### config.mk
export PLATFORM = sky130hd
export DESIGN_NAME = rsv_unit
export DESIGN_NICKNAME = d
export VERILOG_FILES = /design/src/rtl/rsv_pkg.sv /design/src/rtl/rsv_store.sv /design/src/rtl/rsv_match.sv /design/src/rtl/rsv_result.sv /design/src/rtl/rsv_unit.sv
export SDC_FILE = /design/constraint.sdc
export NUM_CORES = 1
export LEC_CHECK = 0
export ABC_CLOCK_PERIOD_IN_PS = 1120
export CAP_MARGIN = 5
export CORE_UTILIZATION = 33
export DETAILED_ROUTE_END_ITERATION = 10
export PLACE_DENSITY_LB_ADDON = 0.15
export SYNTH_ARGS = -nofsm -noshare
export SYNTH_HDL_FRONTEND = slang
export SYNTH_SLANG_ARGS = --single-unit
### constraint.sdc
create_clock -name clk -period 1.12 [get_ports clk]
set_input_delay 0.112 -clock clk [delete_from_list [all_inputs] [get_ports clk]]
set_output_delay 0.112 -clock clk [all_outputs]
set_load 0.03 [all_outputs]
### src/rtl/rsv_pkg.sv
package rsv_pkg;
  localparam int WORD_BYTES = 4;
  localparam int WORD_BITS  = 32;
  localparam int CR_W       = 4;
  localparam int CR_LT      = 3;
  localparam int CR_GT      = 2;
  localparam int CR_EQ      = 1;
  localparam int CR_SO      = 0;

  function automatic logic [CR_W-1:0] make_cr(input logic eq);
    logic [CR_W-1:0] f;
    f        = '0;
    f[CR_EQ] = eq;
    return f;
  endfunction
endpackage

### src/rtl/rsv_store.sv
module rsv_store #(
  parameter int AW = 16,
  parameter int LW = 4
) (
  input  logic          clk,
  input  logic          rst,
  input  logic          set_i,
  input  logic [AW-1:0] set_addr_i,
  input  logic [LW-1:0] set_len_i,
  input  logic          kill_i,
  output logic          live_o,
  output logic [AW-1:0] addr_o,
  output logic [LW-1:0] len_o
);
  logic          live_q;
  logic [AW-1:0] addr_q;
  logic [LW-1:0] len_q;

  always_ff @(posedge clk) begin
    if (rst) begin
      live_q <= 1'b0;
      addr_q <= '0;
      len_q  <= '0;
    end else if (set_i) begin
      live_q <= 1'b1;
      addr_q <= set_addr_i;
      len_q  <= set_len_i;
    end else if (kill_i) begin
      live_q <= 1'b0;
    end
  end

  assign live_o = live_q;
  assign addr_o = addr_q;
  assign len_o  = len_q;
endmodule

### src/rtl/rsv_match.sv
module rsv_match #(
  parameter int AW = 16,
  parameter int LW = 4
) (
  input  logic          live_i,
  input  logic [AW-1:0] rsv_addr_i,
  input  logic [LW-1:0] rsv_len_i,
  input  logic [AW-1:0] st_addr_i,
  input  logic [LW-1:0] st_len_i,
  output logic          hit_o
);
  import rsv_pkg::*;
  localparam logic [LW-1:0] WLEN = LW'(WORD_BYTES);

  logic len_ok, st_ok, addr_ok;

  always_comb begin
    len_ok  = (rsv_len_i == WLEN);
    st_ok   = (st_len_i == WLEN);
    addr_ok = (rsv_addr_i == st_addr_i);
    hit_o   = live_i && len_ok && st_ok && addr_ok;
  end
endmodule

### src/rtl/rsv_result.sv
module rsv_result #(
  parameter int AW = 16,
  parameter int DW = 64
) (
  input  logic                   clk,
  input  logic                   rst,
  input  logic                   req_i,
  input  logic                   hit_i,
  input  logic [AW-1:0]          addr_i,
  input  logic [DW-1:0]          data_i,
  output logic                   vld_o,
  output logic                   pass_o,
  output logic [rsv_pkg::CR_W-1:0] cr_o,
  output logic                   wen_o,
  output logic [AW-1:0]          waddr_o,
  output logic [rsv_pkg::WORD_BITS-1:0] wdata_o
);
  import rsv_pkg::*;

  logic [WORD_BITS-1:0] low_word;

  generate
    if (DW > WORD_BITS) begin : g_slice
      assign low_word = data_i[WORD_BITS-1:0];
    end else begin : g_pad
      assign low_word = WORD_BITS'(data_i);
    end
  endgenerate

  logic go;
  assign go = req_i && hit_i;

  always_ff @(posedge clk) begin
    if (rst) begin
      vld_o   <= 1'b0;
      pass_o  <= 1'b0;
      cr_o    <= '0;
      wen_o   <= 1'b0;
      waddr_o <= '0;
      wdata_o <= '0;
    end else begin
      vld_o  <= req_i;
      pass_o <= go;
      cr_o   <= req_i ? make_cr(hit_i) : '0;
      wen_o  <= go;
      if (req_i) begin
        waddr_o <= addr_i;
        wdata_o <= low_word;
      end
    end
  end
endmodule

### src/rtl/rsv_unit.sv
module rsv_unit #(
  parameter int AW = 16,
  parameter int LW = 4,
  parameter int DW = 64
) (
  input  logic          clk,
  input  logic          rst,
  input  logic          lr_req,
  input  logic [AW-1:0] lr_addr,
  input  logic [LW-1:0] lr_len,
  input  logic          sc_req,
  input  logic [AW-1:0] sc_addr,
  input  logic [LW-1:0] sc_len,
  input  logic [DW-1:0] sc_data,
  input  logic          inval,
  output logic          rsv_live,
  output logic          res_vld,
  output logic          res_pass,
  output logic [3:0]    res_cr,
  output logic          wr_en,
  output logic [AW-1:0] wr_addr,
  output logic [31:0]   wr_data
);
  logic [AW-1:0] r_addr;
  logic [LW-1:0] r_len;
  logic          hit;

  rsv_store #(.AW(AW), .LW(LW)) u_store (
    .clk(clk), .rst(rst),
    .set_i(lr_req), .set_addr_i(lr_addr), .set_len_i(lr_len),
    .kill_i(sc_req || inval),
    .live_o(rsv_live), .addr_o(r_addr), .len_o(r_len)
  );

  rsv_match #(.AW(AW), .LW(LW)) u_match (
    .live_i(rsv_live), .rsv_addr_i(r_addr), .rsv_len_i(r_len),
    .st_addr_i(sc_addr), .st_len_i(sc_len), .hit_o(hit)
  );

  rsv_result #(.AW(AW), .DW(DW)) u_result (
    .clk(clk), .rst(rst),
    .req_i(sc_req), .hit_i(hit), .addr_i(sc_addr), .data_i(sc_data),
    .vld_o(res_vld), .pass_o(res_pass), .cr_o(res_cr),
    .wen_o(wr_en), .waddr_o(wr_addr), .wdata_o(wr_data)
  );
endmodule

==> impl_summary.log <==
INFO  metric placement.io_buffers = 129
INFO  metric finalClockSkew = 0.00504 ns
INFO  metric cts-buffers-inserted = 9
INFO  metric io_pins = 165
INFO  metric met2_length = 2.89 mm
INFO  metric peakVddDrop = 0.899 mV
INFO  metric routedLengthMet1 = 3.08 mm
INFO  metric insertion_delay = 0.33 ns
INFO  metric numPlacedInstances = 479
INFO  metric wl_met3 = 542 um
INFO  metric clock_tree.htree_level_count = 3
INFO  metric cp_data_required_time = 1.36 ns
INFO  metric synthToLayoutAreaGrowth = 62.1%
INFO  metric globalplace.congestion = 0.710
INFO  metric placement.cell_area = 4090 um2
INFO  metric synth_seq_area_share = 53.1%
INFO  metric rsz0062_at_grt = yes
INFO  metric power_per_cell_area = 1460 nW/um2
INFO  metric post_drt_antenna_nets = 0
INFO  metric worst-endpoint-arrival = 1.52 ns
INFO  metric cts-hold-fix-buffers = 0
INFO  metric global_route.usage.total = 15.3%
INFO  metric min_path_cells = 2
INFO  metric grt_remaining_overflow = 0
INFO  metric report.final.slew_viol_count = 0
INFO  metric postLayoutCellArea = 4400 um2
INFO  metric path_clk_slew = 0.07 ns
INFO  metric nNetsFinal = 497
INFO  metric min_from = rst
INFO  metric pre_antenna_drt_iters = 4
INFO  metric critPathKind = reg2reg
INFO  metric number_of_antenna_violations_at_the_first_check_in_global_routing = 0
INFO  metric floorplan.core_area = 7850 um2
INFO  metric via_to_cell_ratio = 4.47
INFO  metric cap_violations = 0
INFO  metric critPathLaunchType = register
INFO  metric die_height = 92.7 um
INFO  metric synthesis.instances = 260
INFO  metric post_synth_instance_area = 2720 um2
INFO  metric tritoncts = yes
INFO  metric floorplan.rows = 32
INFO  metric library_cells_used_by_synthesis = 17
INFO  metric hold_violations = 0
INFO  metric top_layer_used = met4
INFO  metric post_route_cells_drive_above_1_share = 22.4%
INFO  metric wire_per_inst = 13.3 um
INFO  metric outcome = finished with violations
INFO  metric r2r_cells = 3
INFO  metric number_of_drc_violations_after_detailed_routing = 0
INFO  metric f_max = 0.785 GHz
INFO  metric leakage = 1.94 nW
INFO  metric mostFrequentLayoutCell = clkdlybuf4s50_1
INFO  metric yosys_warnings = 0
INFO  metric hold_path.class = in2reg
INFO  metric dpl.hpwl = 4.59 mm
INFO  metric largest_fanout_on_the_critical_path = 2
INFO  metric diodes = 0
INFO  metric avgSynthCellArea = 10.4 um2
INFO  metric most_frequent_cells_in_the_layout = 74 x clkdlybuf4s50_1, 70 x nor2_1, 70 x dfxtp_1
INFO  metric first_global_vias = 2,173
INFO  metric die-area = 8600 um2
INFO  metric drt_iter0_drc = 63
INFO  metric final-instance-count-excl-fill = 495
INFO  metric worst_reg2reg_startpoint = u_store.addr_o[15]$_SDFFE_PP0P_
INFO  metric final.min_clock_period = 1.27 ns
INFO  metric crit_start = u_store.addr_o[15]$_SDFFE_PP0P_
INFO  metric setup.worst_path.end_class = register
INFO  metric grt_first_pass_wirelength = 10.3 mm
INFO  metric vias = 2,214
INFO  metric layout_worst_path_cycle_share = 114%
INFO  metric grt_max_degree = 70
INFO  metric drt-total-wl = 6.60 mm
INFO  metric cts.path.max_buffers = 2
INFO  metric synth-seq-cells = 72
INFO  metric die_width = 92.7 um
INFO  metric clock_sinks = 72
INFO  metric failed_checks = negative setup slack
INFO  metric finalWorstSetupSlack = -0.153 ns
INFO  metric root_buffer = clkbuf_8
INFO  metric initial_utilization = 34.6%
INFO  metric setup_viol = 2
-- cells in the mapped netlist (all sizes together) --
| cell type | n | area [um2] |
|---|---|---|
| dfxtp | 72 | 1440 |
| buf | 12 | 75.1 |
| nor3 | 1 | 5.00 |
| nor2b | 1 | 6.26 |
| clkbuf | 9 | 33.8 |
| nand3 | 1 | 5.00 |
| or4 | 1 | 11.3 |
| nor4 | 4 | 25.0 |
| xor2 | 12 | 105 |
| nor2 | 70 | 263 |
| xnor2 | 4 | 35.0 |
| conb | 1 | 3.75 |
| nand4 | 2 | 12.5 |
| nor4b | 1 | 8.76 |
| a21oi | 1 | 5.00 |
| mux2i | 68 | 681 |
-- final cells by class --
type / instances / area, um2
Fill cell: 740 / 3440
Sequential cell: 72 / 1440
Timing Repair Buffer: 136 / 1350
Multi-Input combinational cell: 169 / 1230
Clock buffer: 11 / 151
Tap cell: 102 / 128
Clock inverter: 5 / 103
-- per-stage QoR --
| step | TNS (ns) | hold WS [ns] | util (%) | setup WS (ns) | power, mW |
|---|---|---|---|---|---|
| 2_1_floorplan | -0.0125 | 0.259 | - | -0.00623 | 3.42 |
| 3_3_place_gp | -3.11 | 0.349 | 52.1 | -0.611 | 3.97 |
| 3_5_place_dp | -3.30 | 0.366 | 52.1 | -0.645 | 3.98 |
| 4_1_cts | -0.425 | 0.00324 | 56.1 | -0.217 | 6.53 |
| 5_1_grt | -0.419 | 0.0121 | 56.1 | -0.227 | 6.73 |
| 6_report | -0.292 | 0.0169 | 56.1 | -0.153 | 6.44 |
-- cells by family (layout without fill, tap and decap cells) --
family                 after synthesis  after routing  synth area share (%)
AND/OR/NAND/NOR                     81             81                  12.4
flip-flops                          72             72                  53.1
multiplexers                        68             68                  25.1
buffers and inverters               21            152                  4.01
XOR/XNOR                            16             16                  5.16
other                                1              3                 0.138
AO/OA/AOI/OAI                        1              1                 0.184
-- worst max-delay path: stages, from the launching register on --
cell and delay [ns]:
dfxtp_1 0.32, xor2_1 0.16, or4_4 0.44, nor4_2 0.27
-- timing repair --
action | in CTS | in global routing
setup buffers | 0 | 0
pin swaps | 4 | 1
resized for setup | 100 | 19
setup endpoints to repair | 34 | 11
-- flip-flops by register name, indices dropped and copies added (netlist names) --
name,cells
u_result.wdata_o,32
u_store.len_o,4
u_result.cr_o,1
u_result.vld_o,1
u_result.waddr_o,16
u_store.addr_o,16
u_result.pass_o,1
u_store.live_o,1
-- worst paths after layout --
path                                       end  slack (ns)
min                  u_result.vld_o$_SDFF_PP0_        0.02
min reg2reg  u_result.wdata_o[13]$_SDFFE_PP0P_        0.50
max                 u_result.pass_o$_SDFF_PP0_       -0.15
max reg2reg         u_result.pass_o$_SDFF_PP0_       -0.15
-- power breakdown --
group	switching (mW)	internal, mW
clock network	0.932	1.60
logic	0.544	0.577
registers	0.0815	2.71
total	1.56	4.88
-- metal layers --
layer  vias to the layer above  global-route usage (%)
met3                        10                    4.76
met1                      1006                    19.3
met2                        86                    24.1
met5                         -                       0
li1                       1112                       -
met4                         0                    6.54
No activity file was read; power rests on OpenSTA's default activity.
